## src/rtl/sopPkg.sv

```systemverilog
package sopPkg;
  localparam int DATA_TERMS   = 4;
  localparam int ROLE_RST     = 4;
  localparam int ROLE_PRE     = 5;
  localparam int ROLE_CLK     = 6;
  localparam int ROLE_OE      = 7;
  localparam int TERMS_PER_MC = 8;

  typedef struct packed {
    logic clearAll;
    logic shiftCfg;
    logic holdState;
    logic preloadGo;
    logic outAllow;
  } sopStrobe_t;
endpackage

```

## src/rtl/sopCtrl.sv

```systemverilog
module sopCtrl
  import sopPkg::*;
(
  input  logic       rst,
  input  logic       cfgEn,
  input  logic       preloadN,
  input  logic       oeN,
  output sopStrobe_t strobes
);
  always_comb begin
    strobes.clearAll  = rst;
    strobes.shiftCfg  = cfgEn & ~rst;
    strobes.holdState = cfgEn & ~rst;
    strobes.preloadGo = ~preloadN & ~cfgEn & ~rst;
    strobes.outAllow  = ~oeN & ~cfgEn & ~rst;
  end
endmodule

```

## src/rtl/sopTermArray.sv

```systemverilog
module sopTermArray #(
  parameter int NUM_ROW = 80,
  parameter int NUM_COL = 40
) (
  input  logic [NUM_ROW*NUM_COL-1:0] cfgBits,
  input  logic [NUM_COL-1:0]         colVals,
  output logic [NUM_ROW-1:0]         terms
);
  for (genvar r = 0; r < NUM_ROW; r++) begin : g_row
    logic [NUM_COL-1:0] rowMask;
    assign rowMask  = cfgBits[r*NUM_COL +: NUM_COL];
    // unconnected literal forces a 1 into the AND
    assign terms[r] = &(~rowMask | colVals);
  end
endmodule

```

## src/rtl/sopMacrocell.sv

```systemverilog
module sopMacrocell
  import sopPkg::*;
(
  input  logic                  clk,
  input  logic                  rst,
  input  sopStrobe_t            strobes,
  input  logic [DATA_TERMS-1:0] dataTerms,
  input  logic                  rstTerm,
  input  logic                  preTerm,
  input  logic                  clkTerm,
  input  logic                  oeTerm,
  input  logic                  padExt,
  output logic                  pinOut,
  output logic                  pinOe,
  output logic                  regQ
);
  logic q;
  logic clkPrev;
  logic dataSum;
  logic bypass;
  logic clkRise;

  assign dataSum = |dataTerms;
  assign bypass  = rstTerm & preTerm;
  assign clkRise = clkTerm & ~clkPrev;
  assign pinOe   = oeTerm & strobes.outAllow;
  assign pinOut  = bypass ? ~dataSum : ~q;
  assign regQ    = q;

  always_ff @(posedge clk) begin
    if (strobes.clearAll) begin
      q       <= 1'b0;
      clkPrev <= 1'b1;
    end else if (strobes.holdState) begin
      clkPrev <= 1'b1;
    end else begin
      clkPrev <= clkTerm;
      if (strobes.preloadGo) begin
        if (!pinOe) q <= ~padExt;
      end else if (!bypass) begin
        if (rstTerm)      q <= 1'b0;
        else if (preTerm) q <= 1'b1;
        else if (clkRise) q <= dataSum;
      end
    end
  end

  AST_LOAD_FREEZE: assert property (@(posedge clk) disable iff (rst)
    strobes.holdState |=> $stable(q));
  AST_RESET_TERM: assert property (@(posedge clk) disable iff (rst)
    (!strobes.holdState && !strobes.preloadGo && rstTerm && !preTerm) |=> !q);
  AST_PRESET_TERM: assert property (@(posedge clk) disable iff (rst)
    (!strobes.holdState && !strobes.preloadGo && preTerm && !rstTerm) |=> q);
  AST_BYPASS_HOLD: assert property (@(posedge clk) disable iff (rst)
    (!strobes.holdState && !strobes.preloadGo && rstTerm && preTerm) |=> $stable(q));
  AST_NO_EDGE_HOLD: assert property (@(posedge clk) disable iff (rst)
    (!strobes.holdState && !strobes.preloadGo && !rstTerm && !preTerm && !clkRise)
      |=> $stable(q));
  AST_PRELOAD_LOAD: assert property (@(posedge clk) disable iff (rst)
    (strobes.preloadGo && !pinOe) |=> (q == !$past(padExt)));
endmodule

```

## src/rtl/sopDatapath.sv

```systemverilog
module sopDatapath
  import sopPkg::*;
#(
  parameter int NUM_DED = 10,
  parameter int NUM_MC  = 10
) (
  input  logic               clk,
  input  logic               rst,
  input  sopStrobe_t         strobes,
  input  logic               cfgBit,
  input  logic [NUM_DED-1:0] dedIn,
  input  logic [NUM_MC-1:0]  ioIn,
  output logic [NUM_MC-1:0]  ioOut,
  output logic [NUM_MC-1:0]  ioOe
);
  localparam int NUM_SIG  = NUM_DED + NUM_MC;
  localparam int NUM_COL  = 2 * NUM_SIG;
  localparam int NUM_ROW  = NUM_MC * TERMS_PER_MC;
  localparam int CFG_BITS = NUM_ROW * NUM_COL;

  logic [CFG_BITS-1:0] cfgBits;
  logic [NUM_MC-1:0]   oePrev;
  logic [NUM_MC-1:0]   regQ;
  logic [NUM_SIG-1:0]  sigVals;
  logic [NUM_COL-1:0]  colVals;
  logic [NUM_ROW-1:0]  terms;

  always_ff @(posedge clk) begin
    if (strobes.clearAll)      cfgBits <= '0;
    else if (strobes.shiftCfg) cfgBits <= {cfgBit, cfgBits[CFG_BITS-1:1]};
  end

  always_ff @(posedge clk) begin
    if (strobes.clearAll) oePrev <= '0;
    else                  oePrev <= ioOe;
  end

  for (genvar s = 0; s < NUM_DED; s++) begin : g_ded
    assign sigVals[s] = dedIn[s];
  end
  for (genvar k = 0; k < NUM_MC; k++) begin : g_pad
    assign sigVals[NUM_DED+k] = oePrev[k] ? ~regQ[k] : ioIn[k];
  end
  for (genvar s = 0; s < NUM_SIG; s++) begin : g_col
    assign colVals[2*s]   = sigVals[s];
    assign colVals[2*s+1] = ~sigVals[s];
  end

  sopTermArray #(.NUM_ROW(NUM_ROW), .NUM_COL(NUM_COL)) termArray_i (
    .cfgBits (cfgBits),
    .colVals (colVals),
    .terms   (terms)
  );

  for (genvar m = 0; m < NUM_MC; m++) begin : g_mc
    localparam int BASE = m * TERMS_PER_MC;
    sopMacrocell macrocell_i (
      .clk       (clk),
      .rst       (rst),
      .strobes   (strobes),
      .dataTerms (terms[BASE +: DATA_TERMS]),
      .rstTerm   (terms[BASE+ROLE_RST]),
      .preTerm   (terms[BASE+ROLE_PRE]),
      .clkTerm   (terms[BASE+ROLE_CLK]),
      .oeTerm    (terms[BASE+ROLE_OE]),
      .padExt    (ioIn[m]),
      .pinOut    (ioOut[m]),
      .pinOe     (ioOe[m]),
      .regQ      (regQ[m])
    );
  end

  AST_CLEAR_CFG: assert property (@(posedge clk)
    strobes.clearAll |=> (cfgBits == '0));
endmodule

```

## src/rtl/sopMacroArray.sv

```systemverilog
module sopMacroArray
  import sopPkg::*;
#(
  parameter int NUM_DED = 10,
  parameter int NUM_MC  = 10
) (
  input  logic               clk,
  input  logic               rst,
  input  logic               cfgEn,
  input  logic               cfgBit,
  input  logic [NUM_DED-1:0] dedIn,
  input  logic [NUM_MC-1:0]  ioIn,
  input  logic               oeN,
  input  logic               preloadN,
  output logic [NUM_MC-1:0]  ioOut,
  output logic [NUM_MC-1:0]  ioOe
);
  sopStrobe_t strobes;

  sopCtrl ctrl_i (
    .rst      (rst),
    .cfgEn    (cfgEn),
    .preloadN (preloadN),
    .oeN      (oeN),
    .strobes  (strobes)
  );

  sopDatapath #(.NUM_DED(NUM_DED), .NUM_MC(NUM_MC)) datapath_i (
    .clk     (clk),
    .rst     (rst),
    .strobes (strobes),
    .cfgBit  (cfgBit),
    .dedIn   (dedIn),
    .ioIn    (ioIn),
    .ioOut   (ioOut),
    .ioOe    (ioOe)
  );

  AST_QUIET_LOAD: assert property (@(posedge clk) disable iff (rst)
    cfgEn |-> (ioOe == '0));
  AST_SHARED_OE: assert property (@(posedge clk) disable iff (rst)
    oeN |-> (ioOe == '0));
endmodule

```

## config.mk

```make
export PLATFORM = sky130hd
export DESIGN_NAME = sopMacroArray
export DESIGN_NICKNAME = d
export VERILOG_FILES = /design/src/rtl/sopPkg.sv /design/src/rtl/sopCtrl.sv /design/src/rtl/sopTermArray.sv /design/src/rtl/sopMacrocell.sv /design/src/rtl/sopDatapath.sv /design/src/rtl/sopMacroArray.sv
export SDC_FILE = /design/constraint.sdc
export NUM_CORES = 2
export LEC_CHECK = 0
export ABC_AREA = 0
export BUFFER_PORTS_ARGS = -buffer_cell sky130_fd_sc_hd__buf_2
export CAP_MARGIN = 30
export CORE_ASPECT_RATIO = 1.4
export CORE_UTILIZATION = 30
export CTS_CLUSTER_DIAMETER = 150
export DETAILED_ROUTE_END_ITERATION = 12
export PLACE_DENSITY = 0.43
export SYNTH_ARGS = -nofsm -noshare
export SYNTH_HDL_FRONTEND = slang
export SYNTH_SLANG_ARGS = --single-unit
export TNS_END_PERCENT = 20
```

## constraint.sdc

```tcl
create_clock -name clk -period 3.7 [get_ports clk]
set_input_delay 0 -clock clk [delete_from_list [all_inputs] [get_ports clk]]
set_output_delay 0 -clock clk [all_outputs]
set_load 0.005 [all_outputs]
```

* Word-level counts from Yosys, hierarchy flattened
Cells that the tools add are included.
** Word-level totals
- Bits in registers :: 3230
- Input port bits :: 26
- Output and inout port bits :: 20
- Word-level logic and storage cells :: 493
** Operators by class
- Eq/ne operators :: 20
- Muxes and demuxes :: 80
- Bitwise logic cells :: 260
- Reduce and logical (&&, ||, !) cells :: 111
** Operators with widths (number)
- $not A40 Y40 :: 80
- $or A40 B40 Y40 :: 80
- $reduce_and A40 Y1 :: 80
- $mux W1 :: 80
- $not A1 Y1 :: 65
- $ne A2 B2 Y1 const B :: 20
- $reduce_and A4 Y1 :: 10
- $reduce_bool A4 Y1 :: 10
- $reduce_or A4 Y1 :: 10
- $and A1 B1 Y1 :: 35
- $reduce_or A2 Y1 :: 1

* Depth between registers and ports, before layout
- Depth after elaboration :: 11
- Depth in mapped cells :: 12
- Mapped depth without buffers :: 8

* Cells and area by module
From an unflattened synthesis, not the netlist that was laid out.
** Unflattened totals
- Cells, all modules :: 13553
- Area total of the unflattened synthesis :: 139362.4 µm²
** Modules (own cells, without submodules)
- sopDatapath :: times used 1, cells each 10373, area an instance 117006.0 µm², seq. area each 64261.6 µm²
- sopTermArray :: times used 1, cells each 2995, area an instance 20846.2 µm², seq. area each 0.0 µm²
- sopMacrocell :: times used 10, cells each 18, area an instance 147.6 µm², seq. area each 40.0 µm²
- sopCtrl :: times used 1, cells each 5, area an instance 33.8 µm², seq. area each 0.0 µm²

* Least setup slack after synthesis
OpenSTA, ideal clock, no wires.
- Kind :: reg2reg
- Start :: register datapath_i.oePrev[2]
- End :: register datapath_i.g_mc[1].macrocell_i.q
- Library setup time :: 0.086 ns
- Arrival time :: 2.511 ns
- Required time :: 3.614 ns
- Path slack :: 1.104 ns
- Stages on the path, launching flop included :: 9
- Path buffers :: 0
- Clock period less this slack :: 2.596 ns
- Cell sequence :: dfxtp_1 -> or2b_2 -> nand2_4 -> mux2_1 -> a2111oi_0 -> or4b_1 -> o211a_1 -> o311a_1 -> a211oi_1
** Between the ends
- Longest elaborated chain between the ends :: 10
- Elaborated cells between the ends (all ways) :: 31
- Classes of those cells :: 2 x eq/ne; 6 x mux; 12 x bitwise; 11 x reduce/logical
** RTL lines
- start, declared :: RTL line sopDatapath.sv:22 : logic [NUM_MC-1:0] oePrev;
- start signal, assigned :: RTL line sopDatapath.sv:35 : else oePrev <= ioOe;
- $mux W1 (*) :: RTL line sopDatapath.sv:42 : assign sigVals[NUM_DED+k] = oePrev[k] ? ~regQ[k] : ioIn[k];
- $not A1 Y1 :: RTL line sopDatapath.sv:46 : assign colVals[2*s+1] = ~sigVals[s];
- $or A40 B40 Y40 :: RTL line sopTermArray.sv:13 : assign terms[r] = &(~rowMask | colVals);
- $reduce_and A40 Y1 :: RTL line sopTermArray.sv:13
- $reduce_or A4 Y1 :: RTL line sopMacrocell.sv:23 : assign dataSum = |dataTerms;
- $mux W1 :: RTL line sopMacrocell.sv:43 : else if (clkRise) q <= dataSum;
- $mux W1 :: RTL line sopMacrocell.sv:42 : else if (preTerm) q <= 1'b1;
- $mux W1 :: RTL line sopMacrocell.sv:41 : if (rstTerm) q <= 1'b0;
- $mux W1 :: RTL line sopMacrocell.sv:40 : end else if (!bypass) begin
- $mux W1 :: RTL line sopMacrocell.sv:38 : if (strobes.preloadGo) begin
- end signal, assigned :: RTL line sopMacrocell.sv:39 : if (!pinOe) q <= ~padExt;
- end signal, assigned :: RTL line sopMacrocell.sv:43
- end, declared :: RTL line sopMacrocell.sv:17 : logic q;
Every way passes the cells marked *; elsewhere a longest branch is shown, timed or not. The select of a mux whose other input is x is not followed.
A chain may end at the register's enable or synchronous reset.

* Worst setup path in the final report
- Start :: register datapath_i.g_mc[8].macrocell_i.q
- End :: output port ioOut[6]
** Between the ends
- Longest elaborated chain between the ends :: 8
- Elaborated cells between the ends (all ways) :: 19
- Classes of those cells :: 2 x mux; 10 x bitwise; 7 x reduce/logical
** RTL lines
- start, declared :: RTL line sopMacrocell.sv:17
- start signal, assigned :: RTL line sopMacrocell.sv:39
- start signal, assigned :: RTL line sopMacrocell.sv:43
- $not A1 Y1 (*) :: RTL line sopDatapath.sv:42
- $mux W1 (*) :: RTL line sopDatapath.sv:42
- $not A1 Y1 :: RTL line sopDatapath.sv:46
- $or A40 B40 Y40 :: RTL line sopTermArray.sv:13
- $reduce_and A40 Y1 :: RTL line sopTermArray.sv:13
- $reduce_or A4 Y1 :: RTL line sopMacrocell.sv:23
- $not A1 Y1 :: RTL line sopMacrocell.sv:27 : assign pinOut = bypass ? ~dataSum : ~q;
- $mux W1 (*) :: RTL line sopMacrocell.sv:27
- end, declared :: RTL line sopMacroArray.sv:15 : output logic [NUM_MC-1:0] ioOut,
Every way passes the cells marked *; elsewhere a longest branch is shown, timed or not.

==> metrics.md <==
| Metric | Value |
|---|---|
| Final std cells w/o fill | 19,710 |
| # DRC | 0 |
| Sequential area share after synthesis | 0.4842 |
| CP max FO | 7 |
| Hold WC Path Type | in -> reg |
| Clock Path Buffers | 4 |
| Placed instance area | 142,200 µm² |
| Largest stage delay on the critical path | 0.65 ns |
| #FFs+latches synth | 3,230 |
| Mean post-synth cell area | roughly 9.9 µm² |
| Clock Latency Late Sink | between 0.9 and 1 ns |
| Initial core utilization | 0.3015 |
| Die ar. | 447,900 µm² |
| HP Start | cfgEn |
| Placed cells | between 15,000 and 20,000 |
| Vias in the first global route | 93,890 |
| Core area | 443,000 µm² |
| Routed len/inst | 22.14 µm |
| Finished Core Util | 0.3547 |
| Post-route setup slack | -0.04842 ns |
| Crit Path Category | reg -> out |
| Final slew viol count | 0 |
| Peak Freq | 266.8 MHz |
| Root buffer cell | clkbuf_16 |
| Layout fillers | 44,990 |
| Post-synth top flop | dfxtp_1 |
| Fin Hold WS | roughly 0.13 ns |
| Path depth of the worst reg2reg path | 12 |
| Most numerous cell on the critical path | buf_4 |
| P_leak | just under 70 nW |
| Max_cap viols | 0 |
| Syn nets | roughly 14,000 |
| Worst-Margin Slew | 1.185 ns |
| Failing checks | setup timing |
| Setup crit start kind | flip-flop |
| Worst Hold Depth | 4 |
| Gr usage total | 0.1881 |
| Worst-case clock skew | 0.04679 ns |
| CTS clk-pin slew, worst paths | 0.07 ns |
| Final period demand of the worst path | 3.748 ns |
| PnR Total Power | 75.46 mW |
| DPL Wire Length | 278.2 mm |
| Largest delay share family, worst path | simple AND/OR/NAND/NOR gates |
| Final setup violation count | 4 |
| Outcome | complete, but fails checks |
| WP data arrival | 3.75 ns |
| Post-route cell area | 157,100 µm² |
| Area of the multi-input gates | 65,950 µm² |
| CP Buf/Inv Count | 5 |
| RSZ-0062 raised after global routing | yes |
| Worst vdd ir | 0.4068 mV |
| CTS buffer count | approximately 340 |
| Setup_tns | -0.09369 ns |
| YS warnings | 0 |
| Nets | around 14,000 |
| Reg2reg end | datapath_i.g_mc[7].macrocell_i.regQ$_SDFFE_PP0P_ |
| Die X-Extent | 565.9 µm |
| Vias/cell | 4.827 |
| Final Hold Fails | 0 |
| Rows | 289 |
| Storage element area | 64,710 µm² |
| RePlAce Congestion | between 0.7 and 0.8 |
| Layout area overhead | 17.63% |
| Number of port buffers | between 40 and 50 |
| Place WS | -0.1940 ns |
| Synth unique cells | 50 |
| Mapped Area | 133,600 µm² |
| Data required, critical path | about 3.7 ns |
| Remaining Overflow, GRT | 0 |
| Routed wire length | roughly 440 mm |
| First-pass GRT wire length | 643.0 mm |
| Async set-reset flop share out of synthesis | 0 |
| Drt first pass iters | 5 |
| Mapped Cells | 13,520 |
| Largest net degree at the start of global routing | 198 |
| Setup crit end kind | output port |
| Share of cells above drive strength 1 | 0.1062 |
| Chip height | ~800 µm |
| Fin crit share | 1.013 |
| Cells along the critical path | nand2b_4 -> nand2_8 -> buf_4 -> buf_4 -> nand2_1 -> nand4_1 -> nor4_2 -> buf_4 -> or4_4 -> mux2i_4 -> buf_6 -> buf_6 |
| Post-synth EDFFs | 0 |
| TritonCTS Sinks | 3,230 |
| Initial antenna violation count | 23 |
| CTS tree | done |
| PwrDens | 480.3 nW/µm² |
| Routed via count | 95,150 |
| Hold path endpoint | datapath_i.cfgBits[1803]$_SDFFE_PP0P_ |
| Max transition margin | 0.2100 |
| Number of H-tree levels | 5 |
| R2R Path Start | datapath_i.oePrev[2]$_SDFF_PP0_ |
| I/O pins | between 40 and 50 |
| Worst reg-to-reg setup slack | 0.22 ns |
| Starting DRC count in detailed routing | 5,606 |
| ANT nets after route | 0 |
| Slowest-stage cell, CP | or4_4 |
[logic make-up (layout without fill, tap and decap cells)]
family	Yosys count	in the layout	share of synthesized area
other	0	13	0
AO/OA/AOI/OAI	305	305	0.01834
multiplexers	4246	4246	0.3191
flip-flops	3230	3230	0.4842
AND/OR/NAND/NOR	4752	4754	0.1476
buffers and inverters	986	1346	0.03079
[repair_timing]
item,CTS,global route
cloned,9,1
gates resized for setup,275,51
pin swaps,43,31
hold buffers,43,0
setup endpoints to repair,15,11
endpoints found under the hold margin,1024,0
buffers inserted,149,28
[layout by cell type, fill, tap and decap left out, drive strengths merged, types with 2 or more instances in the layout]
master and instances:
diode 13, dfxtp 3230, and3 67, mux2i 4159
a2111oi 63, and4 10, or4b 2, a22oi 16
nor4 58, nand4 388, bufbuf 5, clkinvlp 5
inv 25, nand3 56, clkbuf 504, or4 35
bufinv 19, o2111ai 53, dlygate4sd3 42, a211oi 65
clkinv 60, o21ai 36, buf 686, a21oi 12
o311a 10, o221ai 9, mux2 87, a22o 2
nor2 3359, nor2b 70, nand4b 2, o211a 9
o31ai 10, a222oi 18, nand2 667, nand2b 31
nor3 4
[worst max path at each step]
| stage | start | end | slack, ns | depth (start not counted) |
|---|---|---|---|---|
| 3_3_place_gp | dedIn[7] | ioOut[4] | -0.69 | 11 |
| 3_5_place_dp | datapath_i.oePrev[3]$_SDFF_PP0_ | ioOut[6] | -0.19 | 12 |
| 6_report | datapath_i.g_mc[8].macrocell_i.regQ$_SDFFE_PP0P_ | ioOut[6] | -0.05 | 12 |
| 4_1_cts | datapath_i.g_mc[9].macrocell_i.regQ$_SDFFE_PP0P_ | ioOut[6] | -0.13 | 10 |
| 5_1_grt | datapath_i.g_mc[9].macrocell_i.regQ$_SDFFE_PP0P_ | ioOut[8] | -0.11 | 11 |
| 2_1_floorplan | datapath_i.oePrev[2]$_SDFF_PP0_ | datapath_i.g_mc[1].macrocell_i.regQ$_SDFFE_PP0P_ | 1.10 | 8 |
[state kept, by name (all words and copies together), names as in the netlist]
signal	cells
datapath_i.cfgBits	3200
datapath_i.g_mc.macrocell_i.clkPrev	10
datapath_i.g_mc.macrocell_i.regQ	10
datapath_i.oePrev	10
[metal layers]
| metal | track usage | share of wire | up-vias |
|---|---|---|---|
| met5 | 0 | 0.000030 | - |
| met4 | 0.04405 | 0.022 | 2 |
| met3 | 0.01834 | 0.026 | 473 |
| met2 | 0.3420 | 0.51 | 1169 |
| met1 | 0.2375 | 0.45 | 46610 |
| li1 | - | - | 46900 |
[cells in the mapped netlist (12+ instances only)]
library cell	n	share of area
mux2i_1	4159	0.31
nor2_1	3359	0.094
dfxtp_1	3230	0.48
nand2_1	659	0.019
clkbuf_1	565	0.016
nand4_1	388	0.018
buf_1	236	0.0066
buf_2	111	0.0042
mux2_2	79	0.0067
nor2b_1	70	0.0033
and3_1	67	0.0031
a211oi_1	65	0.0037
nor4_1	58	0.0027
a2111oi_0	57	0.0037
nand3_1	56	0.0021
o2111ai_1	53	0.0035
buf_4	44	0.0025
o21ai_0	36	0.0013
or4_1	35	0.0020
nand2b_1	29	0.0014
a222oi_1	18	0.0013
a22oi_1	16	0.00090
inv_1	15	0.00042
buf_6	14	0.0012
a21oi_1	12	0.00045
[cell type report]
cell class                 count  area share
timing repair buffer         734     0.05018
multi-input combinational   9305      0.4198
clock buffer                 503     0.06417
inverter                      15   0.0003584
tap                         5820     0.04635
clock inverter                94    0.007056
sequential                  3230      0.4119
antenna                       13   0.0002071
[tightest hold or removal path: stages]
cell and delay (ns):
dlygate4sd3_1 0.57, buf_12 0.19, mux2i_1 0.15, nor2_1 0.07
[power by group]
| group | internal (mW) | leakage (nW) | switching [mW] | total [mW] |
|---|---|---|---|---|
| combinational | 1.98 | 37.9 | 3.60 | 5.58 |
| sequential | 34.8 | 26.0 | 0.0222 | 34.8 |
| clock | 20.2 | 5.53 | 14.9 | 35.1 |
| total | 57.0 | 69.4 | 18.5 | 75.5 |
No activity file was read; power rests on OpenSTA's default activity.
